## src/rtl/sat_tone_msg_tx.sv

```systemverilog
module sat_tone_msg_tx #(
  parameter int CLK_HZ    = 48_000_000,
  parameter int TICK_HZ   = 1_000_000,
  parameter int TONE_HZ   = 22_000,
  parameter int MAX_BYTES = 4,
  parameter int LEN_W     = 3,
  parameter int T_SHORT   = 500,
  parameter int T_LONG    = 1000,
  parameter int T_LEAD    = 16000,
  parameter int T_GAP     = 16000,
  parameter int T_BURST   = 12500,
  parameter int T_TAIL    = 20000
) (
  input  logic                   clk,
  input  logic                   rst,
  input  logic                   start,
  input  logic [8*MAX_BYTES-1:0] msg_data,
  input  logic [LEN_W-1:0]       msg_len,
  input  logic [1:0]             burst_sel,
  input  logic                   cont_tone,
  output logic                   busy,
  output logic                   done,
  output logic                   gate_out,
  output logic                   tone_out
);

  localparam int TICK_DIV = CLK_HZ / TICK_HZ;
  localparam int HALF_DIV = CLK_HZ / (2 * TONE_HZ);
  localparam int M1 = (T_SHORT > T_LONG) ? T_SHORT : T_LONG;
  localparam int M2 = (T_LEAD > T_GAP) ? T_LEAD : T_GAP;
  localparam int M3 = (T_BURST > T_TAIL) ? T_BURST : T_TAIL;
  localparam int M4 = (M1 > M2) ? M1 : M2;
  localparam int TMAX = (M3 > M4) ? M3 : M4;
  localparam int CW = $clog2(TMAX + 1);
  localparam int PW = $clog2(TICK_DIV + 1);
  localparam int HW = $clog2(HALF_DIV + 1);

  localparam logic [CW-1:0] L_SHORT = CW'(T_SHORT - 1);
  localparam logic [CW-1:0] L_LONG  = CW'(T_LONG - 1);
  localparam logic [CW-1:0] L_LEAD  = CW'(T_LEAD - 1);
  localparam logic [CW-1:0] L_GAP   = CW'(T_GAP - 1);
  localparam logic [CW-1:0] L_BURST = CW'(T_BURST - 1);
  localparam logic [CW-1:0] L_TAIL  = CW'(T_TAIL - 1);
  localparam logic [LEN_W-1:0] MAXB = LEN_W'(MAX_BYTES);

  typedef enum logic [2:0] {
    S_IDLE, S_LEAD, S_ON, S_OFF, S_GAP, S_BURST, S_TAIL
  } state_t;

  state_t                 state;
  logic [8*MAX_BYTES-1:0] data_q;
  logic [LEN_W-1:0]       left_q;
  logic [7:0]             byte_q;
  logic                   par_q;
  logic [3:0]             bit_q;
  logic [1:0]             mode_q;
  logic                   in_burst_q;
  logic [CW-1:0]          cnt_q;
  logic [PW-1:0]          pre_q;
  logic                   done_q;
  logic [HW-1:0]          car_cnt;
  logic                   car_q;

  function automatic logic [CW-1:0] on_len(input logic b);
    return b ? L_SHORT : L_LONG;
  endfunction

  function automatic logic [CW-1:0] off_len(input logic b);
    return b ? L_LONG : L_SHORT;
  endfunction

  wire tick     = (pre_q == PW'(TICK_DIV - 1));
  wire cur_bit  = bit_q[3] ? par_q : byte_q[7];
  wire next_bit = (bit_q == 4'd7) ? par_q : byte_q[6];
  wire [LEN_W-1:0] n_bytes = (msg_len > MAXB) ? MAXB : msg_len;

  assign busy     = (state != S_IDLE);
  assign done     = done_q;
  assign gate_out = (state == S_IDLE) ? cont_tone
                  : (state == S_ON || state == S_BURST);
  assign tone_out = gate_out & car_q;

  always_ff @(posedge clk) begin
    if (rst) begin
      car_cnt <= '0;
      car_q   <= 1'b0;
    end else if (car_cnt == HW'(HALF_DIV - 1)) begin
      car_cnt <= '0;
      car_q   <= ~car_q;
    end else begin
      car_cnt <= car_cnt + 1'b1;
    end
  end

  always_ff @(posedge clk) begin
    if (rst) begin
      state      <= S_IDLE;
      data_q     <= '0;
      left_q     <= '0;
      byte_q     <= '0;
      par_q      <= 1'b0;
      bit_q      <= '0;
      mode_q     <= '0;
      in_burst_q <= 1'b0;
      cnt_q      <= '0;
      pre_q      <= '0;
      done_q     <= 1'b0;
    end else begin
      done_q <= 1'b0;
      pre_q  <= (state == S_IDLE || tick) ? '0 : pre_q + 1'b1;
      if (state == S_IDLE) begin
        if (start) begin
          state      <= S_LEAD;
          data_q     <= msg_data;
          left_q     <= n_bytes;
          mode_q     <= burst_sel;
          in_burst_q <= 1'b0;
          cnt_q      <= L_LEAD;
        end
      end else if (tick) begin
        if (cnt_q != '0) begin
          cnt_q <= cnt_q - 1'b1;
        end else begin
          case (state)
            S_LEAD, S_OFF: begin
              if (state == S_OFF && !bit_q[3]) begin
                bit_q  <= bit_q + 1'b1;
                byte_q <= {byte_q[6:0], 1'b0};
                state  <= S_ON;
                cnt_q  <= on_len(next_bit);
              end else if (in_burst_q) begin
                state <= S_TAIL;
                cnt_q <= L_TAIL;
              end else if (left_q != '0) begin
                byte_q <= data_q[7:0];
                par_q  <= ~(^data_q[7:0]);
                data_q <= data_q >> 8;
                left_q <= left_q - 1'b1;
                bit_q  <= '0;
                state  <= S_ON;
                cnt_q  <= on_len(data_q[7]);
              end else begin
                state <= S_GAP;
                cnt_q <= L_GAP;
              end
            end
            S_ON: begin
              state <= S_OFF;
              cnt_q <= off_len(cur_bit);
            end
            S_GAP: begin
              if (mode_q == 2'b01) begin
                state <= S_BURST;
                cnt_q <= L_BURST;
              end else if (mode_q == 2'b10) begin
                byte_q     <= 8'hFF;
                par_q      <= 1'b1;
                bit_q      <= '0;
                in_burst_q <= 1'b1;
                state      <= S_ON;
                cnt_q      <= L_SHORT;
              end else begin
                state  <= S_IDLE;
                done_q <= 1'b1;
              end
            end
            S_BURST: begin
              state <= S_TAIL;
              cnt_q <= L_TAIL;
            end
            default: begin
              state  <= S_IDLE;
              done_q <= 1'b1;
            end
          endcase
        end
      end
    end
  end

  assert_done_pulse_R11: assert property (@(posedge clk) disable iff (rst)
    done |=> !done);
  assert_done_on_finish_R11: assert property (@(posedge clk) disable iff (rst)
    $fell(busy) |-> done);
  assert_start_taken_R11: assert property (@(posedge clk) disable iff (rst)
    (start && !busy) |=> busy);
  assert_lead_silent_R3: assert property (@(posedge clk) disable iff (rst)
    (state == S_LEAD) |-> !gate_out);
  assert_env_steady_R4: assert property (@(posedge clk) disable iff (rst)
    (busy && $past(busy) && !$past(tick)) |-> $stable(gate_out));
  assert_bit_range_R6: assert property (@(posedge clk) disable iff (rst)
    bit_q <= 4'd8);

endmodule

```

## config.mk

```make
export PLATFORM = sky130hd
export DESIGN_NAME = sat_tone_msg_tx
export DESIGN_NICKNAME = d
export VERILOG_FILES = /design/src/rtl/sat_tone_msg_tx.sv
export SDC_FILE = /design/constraint.sdc
export NUM_CORES = 1
export LEC_CHECK = 0
export ABC_AREA = 1
export BUFFER_PORTS_ARGS = -buffer_cell sky130_fd_sc_hd__clkbuf_2
export CELL_PAD_IN_SITES_DETAIL_PLACEMENT = 0
export CELL_PAD_IN_SITES_GLOBAL_PLACEMENT = 1
export CORE_MARGIN = 1
export CORE_UTILIZATION = 45
export CTS_CLUSTER_SIZE = 16
export DETAILED_ROUTE_END_ITERATION = 12
export PLACE_DENSITY = 0.89
export SLEW_MARGIN = 20
export SYNTH_ARGS = -nofsm -noshare
export SYNTH_HDL_FRONTEND = slang
export SYNTH_SLANG_ARGS = --single-unit
```

## constraint.sdc

```tcl
create_clock -name clk -period 4.2 [get_ports clk]
set_clock_uncertainty 0.1 [all_clocks]
set_input_delay 0.84 -clock clk [delete_from_list [all_inputs] [get_ports clk]]
set_output_delay 0.84 -clock clk [all_outputs]
set_load 0.005 [all_outputs]
```

==> summary.txt, run 1 <==
SYNTH
------------------------------------------------------------------------------------------------------
Main synth FF type                                                                             dfxtp_1
Cell count after synthesis                                                                         801
Cell with the most instances after synthesis                                                   nand2_1
Portion of the post-synthesis area used by sequential elements                                  0.3502
Average cell area after synthesis                                                           6.281 um^2
Post-synth EDFFs                                                                                     0
Number of warning messages in the yosys log                                                          0
Dominant cells by area after synthesis                                                    dfxtp_1 35%, nand2_1 18%, nand3_1 9.3%, a21oi_1 7.5%, nor2_1 6.4%
Synthesized netlist net count                                                                      853
Number of synthesized register bits                                                                 88
Count of different cell masters after synthesis                                                     31
Share of synthesized flip-flops with an asynchronous set or reset                                    0
Commonest cells in the netlist                                                            240 x nand2_1, 93 x nand3_1, 88 x dfxtp_1, 86 x nor2_1, 85 x inv_1
Portion of synthesized cell area occupied by the leading cell type                              0.3502
Synth Cell Area                                                                           0.005031 mm^2
Cell type with the largest total area after synthesis                                          dfxtp_1

DETAILED ROUTING
------------------------------------------------------------------------------------------------------
Number of iterations in the first detailed-routing pass                                              5
Average vias per placed instance                                                                 5.107
DRC violations left                                                                                  0
Initial drt markers                                                                                277
Antenna-violating nets left                                                                          0
Routed wire length                                                                            12.57 mm
Routed length per placed instance                                                             12.90 um
Total number of vias                                                                              4974

GRT
------------------------------------------------------------------------------------------------------
Maximum number of pins on one net before global-route repair                                        46
Total global routing track utilization                                                          0.2387
Antenna violations before repair                                                                     0
Via count of the first global-routing pass                                                        4855
Remaining global-route overflow                                                                      0
Wire length of the first global-routing pass                                                  22.07 mm

CTS
------------------------------------------------------------------------------------------------------
Number of buffers created by CTS                                                                     9
Number of gates resized after CTS                                                                    0
TritonCTS clock tree                                                                               yes
Setup Buffers After CTS                                                                              0
Sinks on Clock Net                                                                                  88
Root buffer selected by CTS                                                                   clkbuf_8
Clock transition at the register clock pins on the worst setup and hold paths after CTS        0.10 ns
Number of H-tree branching levels                                                                    3
Hold-fix buffers at CTS                                                                              0
Clk buf depth                                                                                        2
Skew-Pair Late Insertion Delay                                                                 0.38 ns

FINAL LAYOUT
------------------------------------------------------------------------------------------------------
Net total in the final layout                                                                      881
Filler cells                                                                                      1160
Ratio of cells with drive above 1 in the final layout                                          0.09472
Footprint of the multi-input gates                                                        0.002753 mm^2
Final Instance Area                                                                       0.005483 mm^2
Relative area change from synthesis to final layout                                             8.978%
Sequential Area                                                                           0.001762 mm^2
Final instance count without filler cells                                                          974
Antenna diode instance count                                                                         0
Final core utilization                                                                          0.5036

PWR
------------------------------------------------------------------------------------------------------
Overall power consumption                                                                     3.843 mW
Cell Pwr Density                                                                          700.9 mW/mm^2
Maximum resistive drop on vdd                                                                 397.6 uV
Lkg Pwr                                                                                       2.524 nW

SETUP PATH
------------------------------------------------------------------------------------------------------
Critical path fanouts, max                                                                          27
Startpoint Class                                                                             flip-flop
Arrival time at the worst endpoint                                                             2.02 ns
Element type at the critical path end                                                       output pin
Category of the critical setup timing path                                                flip-flop to output pin
Crit path required time                                                                        3.26 ns

TIMING
------------------------------------------------------------------------------------------------------
Unrepaired setup endpoints after global routing                                                  false
Slew margin rel.                                                                                0.5316
Count of final setup violators                                                                       0
Final-report hold violation count                                                                    0
Actual slew at the worst max-slew pin                                                        0.7026 ns
Max Fclk                                                                                     337.3 MHz
Number of pins exceeding their max-slew limit in the final report                                    0
Period minus WS final                                                                         2.965 ns
Post-Route Setup TNS                                                                              0 ns
Post-route fraction of the period consumed by the critical path                                 0.7059
Slack of the critical path                                                                    1.235 ns
Worst hold slack                                                                             0.3680 ns

WORST HOLD PATH
------------------------------------------------------------------------------------------------------
Type of the worst min-delay path                                                          flip-flop to flip-flop

FLOORPLANNING
------------------------------------------------------------------------------------------------------
Placement Rows                                                                                      38
Core region area                                                                          0.01089 mm^2
Y dimension of the die                                                                        107.7 um
Die outline area                                                                          0.01161 mm^2
Die Span X                                                                                    107.7 um
I/O pins                                                                                            45
Effective utilization at floorplan                                                              0.4621

RUN
------------------------------------------------------------------------------------------------------
Number of max-cap violations                                                                         0

PLACE
------------------------------------------------------------------------------------------------------
Pre-CTS setup slack                                                                           1.635 ns
Placer Congestion                                                                               0.8761
Cell area after placement                                                                 0.005280 mm^2
Port-buffer cells                                                                                   44
Half-perimeter wire length of the detailed placement result                                   8.924 mm
Number of instances in the placed design                                                           958

OUTCOME
------------------------------------------------------------------------------------------------------
Result of the run                                                                         finished clean

==> metal layers <==
metal / global-route usage / part of all wire / up-vias
met5: 0 / 0 / -
met2: 0.4121 / 0.48 / 80
li1: - / - / 2605
met3: 0.04116 / 0.030 / 15
met1: 0.2950 / 0.47 / 2274
met4: 0.08904 / 0.014 / 0
==> where the power goes <==
group / switching, mW / leakage [nW] / total, mW / internal, mW
Combinational: 1.46 / 1.71 / 2.09 / 0.623
Sequential: 0.137 / 0.716 / 1.14 / 1.00
Clock: 0.335 / 0.0977 / 0.616 / 0.281
==> critical path: stages, from the launching register on <==
cell      delay [ns]
dfxtp_1         0.37
nor2_2          0.18
nand2_2         0.08
inv_2           0.31
buf_4           0.31
nand2_1         0.09
a21boi_0        0.17
clkbuf_2        0.13
==> state kept, by name, summed over array words and instances (netlist names), 2 cells and up <==
| name | count |
|---|---|
| pre_q | 6 |
| mode_q | 2 |
| state | 3 |
| byte_q | 8 |
| cnt_q | 15 |
| data_q | 32 |
| bit_q | 4 |
| car_cnt | 11 |
| left_q | 3 |
==> area by class of cell <==
class                   instances  area share
multi-input cells             593      0.5021
flip-flops and latches         88      0.3213
inverters                      88     0.06070
repair buffers                 49     0.04701
well taps                     140     0.03195
clock buffers                   9     0.02259
clock inverters                 7     0.01438
==> cell usage in the layout, fill, tap and decap left out, drive strengths merged <==
cell / count
nor3: 7
nor2: 92
ha: 11
clkinv: 2
o21bai: 2
o21a: 2
and3: 1
or2: 1
nand3: 93
buf: 5
nor3b: 2
a21oi: 75
nor4: 1
clkbuf: 53
dfxtp: 88
nand4: 11
nand2: 244
xor2: 6
a21boi: 2
o21ai: 35
bufinv: 1
o211ai: 2
clkinvlp: 2
xnor2: 6
inv: 90
==> worst paths after layout <==
path	end	cells past startpoint	slack [ns]	from
setup / recovery	tone_out	7	1.24	state[0]$_SDFFE_PP0P_
hold / removal	data_q[19]$_SDFFE_PP0P_	2	0.37	data_q[19]$_SDFFE_PP0P_
setup reg to reg	data_q[3]$_SDFFE_PP0P_	10	1.64	state[0]$_SDFFE_PP0P_
hold reg to reg	data_q[19]$_SDFFE_PP0P_	2	0.37	data_q[19]$_SDFFE_PP0P_
==> cells by family (layout without fill, tap and decap cells) <==
kind of cell / after synthesis / after routing / share of synthesized area
AO/OA/AOI/OAI: 118 / 118 / 0.1214
XOR/XNOR: 12 / 12 / 0.02089
adder cells (fa/ha/maj): 11 / 11 / 0.02736
buffers and inverters: 120 / 153 / 0.1027
flip-flops: 88 / 88 / 0.3502
AND/OR/NAND/NOR: 452 / 452 / 0.3775
Power figures use the tool's default switching activity.
==> run 2, diff against run 1 <==
--- a/config.mk
+++ b/config.mk
@@ -5,7 +5,7 @@
 export SDC_FILE = /design/constraint.sdc
 export NUM_CORES = 1
 export LEC_CHECK = 0
-export ABC_AREA = 1
+export ABC_AREA = 0
 export BUFFER_PORTS_ARGS = -buffer_cell sky130_fd_sc_hd__clkbuf_2
 export CELL_PAD_IN_SITES_DETAIL_PLACEMENT = 0
 export CELL_PAD_IN_SITES_GLOBAL_PLACEMENT = 1
@@ -13,7 +13,7 @@
 export CORE_UTILIZATION = 45
 export CTS_CLUSTER_SIZE = 16
 export DETAILED_ROUTE_END_ITERATION = 12
-export PLACE_DENSITY = 0.89
+export PLACE_DENSITY = 0.84
 export SLEW_MARGIN = 20
 export SYNTH_ARGS = -nofsm -noshare
 export SYNTH_HDL_FRONTEND = slang
==> constraint.sdc (replaced) <==
create_clock -name clk -period 3 [get_ports clk]
set_clock_uncertainty 0.1 [all_clocks]
set_input_delay 0.6 -clock clk [delete_from_list [all_inputs] [get_ports clk]]
set_output_delay 0.6 -clock clk [all_outputs]
set_load 0.005 [all_outputs]
==> run 2 against run 1 <==
Effect of this change:
- utilization grew 1.2 points
- area after synthesis shrank 6.1%
- clock power is 28% higher
- sequential power grew 22%
- count of clock-buffer cells in the layout grew 5
- global-route usage shrank 3.2 points
- flip-flop and latch count stayed put
- first-iteration DRC count shrank 6.5%
- wire length fell by 15%
- critical path depth rose by 1
- die area fell by 6.0%
- synthesized cell count shrank 30%
- critical endpoint is now data_q[12]$_SDFFE_PP0P_
==> summary.txt, run 2 <==
DETAILED ROUTING
------------------------------------------------------------------------------------------------------
Initial drt markers                                                                                259   was 277
Antenna-violating nets left                                                                          0   unchanged
Total number of vias                                                                              4066   was 4974
Routed wire length                                                                            10.68 mm   was 12.57 mm
Average vias per placed instance                                                                 5.509   was 5.107
Number of iterations in the first detailed-routing pass                                              5   unchanged
Routed length per placed instance                                                             14.47 um   was 12.90 um
DRC violations left                                                                                  0   unchanged

PWR
------------------------------------------------------------------------------------------------------
Cell Pwr Density                                                                          580.3 mW/mm^2   was 700.9 mW/mm^2
Lkg Pwr                                                                                       1.946 nW   was 2.524 nW
Maximum resistive drop on vdd                                                                 307.5 uV   was 397.6 uV
Overall power consumption                                                                     3.058 mW   was 3.843 mW

SYNTH
------------------------------------------------------------------------------------------------------
Average cell area after synthesis                                                           8.419 um^2   was 6.281 um^2
Commonest cells in the netlist                                                            94 x nor2_1, 88 x dfxtp_1, 80 x nand2_1, 28 x a21oi_1, 23 x a311oi_2   was 240 x nand2_1, 93 x nand3_1, 88 x dfxtp_1, 86 x nor2_1, 85 x inv_1
Number of warning messages in the yosys log                                                          0   unchanged
Share of synthesized flip-flops with an asynchronous set or reset                                    0   unchanged
Count of different cell masters after synthesis                                                     61   was 31
Synth Cell Area                                                                           0.004723 mm^2   was 0.005031 mm^2
Portion of the post-synthesis area used by sequential elements                                  0.3730   was 0.3502
Dominant cells by area after synthesis                                                    dfxtp_1 37%, nor2_1 7.5%, a311oi_2 7.3%, nand2_1 6.4%, a21oi_1 3.0%   was dfxtp_1 35%, nand2_1 18%, nand3_1 9.3%, a21oi_1 7.5%, nor2_1 6.4%
Main synth FF type                                                                             dfxtp_1   unchanged
Cell with the most instances after synthesis                                                    nor2_1   was nand2_1
Post-synth EDFFs                                                                                     0   unchanged
Number of synthesized register bits                                                                 88   unchanged
Synthesized netlist net count                                                                      613   was 853
Cell count after synthesis                                                                         561   was 801
Portion of synthesized cell area occupied by the leading cell type                              0.3730   was 0.3502
Cell type with the largest total area after synthesis                                          dfxtp_1   unchanged

TIMING
------------------------------------------------------------------------------------------------------
Period minus WS final                                                                         2.633 ns
Actual slew at the worst max-slew pin                                                        0.6381 ns   was 0.7026 ns
Count of final setup violators                                                                       0   unchanged
Post-Route Setup TNS                                                                              0 ns   unchanged
Unrepaired setup endpoints after global routing                                                  false   unchanged
Slew margin rel.                                                                                0.5746   was 0.5316
Max Fclk                                                                                     379.8 MHz
Post-route fraction of the period consumed by the critical path                                 0.8778
Final-report hold violation count                                                                    0   unchanged
Number of pins exceeding their max-slew limit in the final report                                    0   unchanged

FLOORPLANNING
------------------------------------------------------------------------------------------------------
Core region area                                                                          0.01023 mm^2   was 0.01089 mm^2
Die outline area                                                                          0.01091 mm^2   was 0.01161 mm^2
I/O pins                                                                                            45   unchanged
Y dimension of the die                                                                        104.5 um   was 107.7 um
Die Span X                                                                                    104.5 um   was 107.7 um
Effective utilization at floorplan                                                              0.4617   was 0.4621
Placement Rows                                                                                      37   was 38

GRT
------------------------------------------------------------------------------------------------------
Antenna violations before repair                                                                     0   unchanged
Wire length of the first global-routing pass                                                  18.37 mm   was 22.07 mm
Maximum number of pins on one net before global-route repair                                        52   was 46
Remaining global-route overflow                                                                      0   unchanged
Via count of the first global-routing pass                                                        3884   was 4855
Total global routing track utilization                                                          0.2067   was 0.2387

OUTCOME
------------------------------------------------------------------------------------------------------
Result of the run                                                                         finished clean   unchanged

CTS
------------------------------------------------------------------------------------------------------
Clock transition at the register clock pins on the worst setup and hold paths after CTS        0.08 ns   was 0.10 ns
Root buffer selected by CTS                                                                   clkbuf_8   unchanged
Number of buffers created by CTS                                                                     9   unchanged
Clk buf depth                                                                                        2   unchanged
TritonCTS clock tree                                                                               yes   unchanged
Number of H-tree branching levels                                                                    3   unchanged
Skew-Pair Late Insertion Delay                                                                 0.37 ns   was 0.38 ns
Number of gates resized after CTS                                                                    0   unchanged
Setup Buffers After CTS                                                                              0   unchanged
Sinks on Clock Net                                                                                  88   unchanged
Hold-fix buffers at CTS                                                                              0   unchanged

FINAL LAYOUT
------------------------------------------------------------------------------------------------------
Net total in the final layout                                                                      649   was 881
Most common library cell in the layout ignoring fill and taps                                   nor2_1   was nand2_1
Ratio of cells with drive above 1 in the final layout                                           0.1894   was 0.09472
Antenna diode instance count                                                                         0   unchanged
Register with the most flip-flops                                                               data_q   unchanged
Number of flip-flops in the largest register                                                        32   unchanged
Relative area change from synthesis to final layout                                             11.58%   was 8.978%
Leading cell types in the layout, fill and taps excluded                                  94 x nor2_1, 88 x dfxtp_1, 80 x nand2_1, 44 x clkbuf_2, 28 x a21oi_1   was 240 x nand2_1, 93 x nand3_1, 88 x dfxtp_1, 86 x nor2_1, 85 x inv_1
Biggest registers after layout                                                            data_q: 32 flops, cnt_q: 15 flops, car_cnt: 11 flops   unchanged

SETUP PATH
------------------------------------------------------------------------------------------------------
Critical path fanouts, max                                                                          51   was 27
Element type at the critical path end                                                        flip-flop   was output pin
Crit path required time                                                                        3.17 ns   was 3.26 ns
Category of the critical setup timing path                                                flip-flop to flip-flop   was flip-flop to output pin
Arrival time at the worst endpoint                                                             2.81 ns   was 2.02 ns
R2R setup slack                                                                                0.37 ns   was 1.64 ns
Startpoint Class                                                                             flip-flop   unchanged

RUN
------------------------------------------------------------------------------------------------------
Number of max-cap violations                                                                         0   unchanged

PLACE
------------------------------------------------------------------------------------------------------
Half-perimeter wire length of the detailed placement result                                   7.582 mm   was 8.924 mm
Port-buffer cells                                                                                   44   unchanged
Placer Congestion                                                                               0.8295   was 0.8761

WORST HOLD PATH
------------------------------------------------------------------------------------------------------
Type of the worst min-delay path                                                          flip-flop to flip-flop   unchanged

## run 2: routing by layer
layer / vias to the layer above / GRT usage / share of wire
met2: 95 / 0.3288 / 0.47
li1: 2063 / - / -
met5: - / 0 / 0
met1: 1894 / 0.2781 / 0.47
met4: 0 / 0.07041 / 0.015
met3: 14 / 0.04135 / 0.048
## run 2: logic make-up (layout without fill, tap and decap cells)
| logic type | Yosys count | in the layout | synth area share |
|---|---|---|---|
| adders and majority gates | 11 | 11 | 0.02914 |
| muxes | 13 | 13 | 0.02808 |
| AOI/OAI and AO/OA | 127 | 127 | 0.2257 |
| DFF | 88 | 88 | 0.3730 |
| and+or+nand+nor | 251 | 251 | 0.2522 |
| buffers and inverters | 48 | 89 | 0.04927 |
| xor gates and xnor gates | 23 | 23 | 0.04265 |
## run 2: final timing paths
path | from | to | depth (start not counted)
hold reg to reg | pre_q[0]$_SDFF_PP0_ | pre_q[0]$_SDFF_PP0_ | 1
setup / recovery | pre_q[0]$_SDFF_PP0_ | data_q[12]$_SDFFE_PP0P_ | 8
setup reg to reg | pre_q[0]$_SDFF_PP0_ | data_q[12]$_SDFFE_PP0P_ | 8
hold / removal | pre_q[0]$_SDFF_PP0_ | pre_q[0]$_SDFF_PP0_ | 1
## run 2: area by class of cell
type / instances / area, um^2
flip-flops and latches: 88 / 1762
clock inverters: 2 / 12.51
well taps: 136 / 170.2
repair buffers: 61 / 372.9
fillers: 978 / 4961
inverters: 12 / 45.04
multi-input cells: 425 / 2735
clock buffers: 14 / 172.7
## run 2: worst max-delay path, stage by stage, from the launching register on
cell and delay [ns]:
dfxtp_1 0.36, ha_1 0.19, nand3_1 0.14, or3b_2 0.58, o31ai_4 0.29, and2_2 0.23, buf_12 0.26, nor2_1 0.11
a311oi_2 0.26
## run 2: power by group
part | switching, mW | internal [mW] | leakage (nW)
sequential | 0.105 | 1.28 | 0.721
clock | 0.421 | 0.369 | 0.0927
combinational | 0.523 | 0.359 | 1.13
total | 1.05 | 2.01 | 1.95
## run 2: per-stage QoR
step	utilization	std cells	setup WS, ns	instance area, um^2	hold WS (ns)
detailed placement	0.4970	722	0.3958	5085	0.3549
global route	0.5151	738	0.2359	5270	0.3650
CTS	0.5151	738	0.3630	5270	0.3596
global placement	0.4970	722	0.5300	5085	0.3298
floorplan	-	561	0.6945	4723	0.3176
finish	0.5151	738	0.3667	5270	0.3661
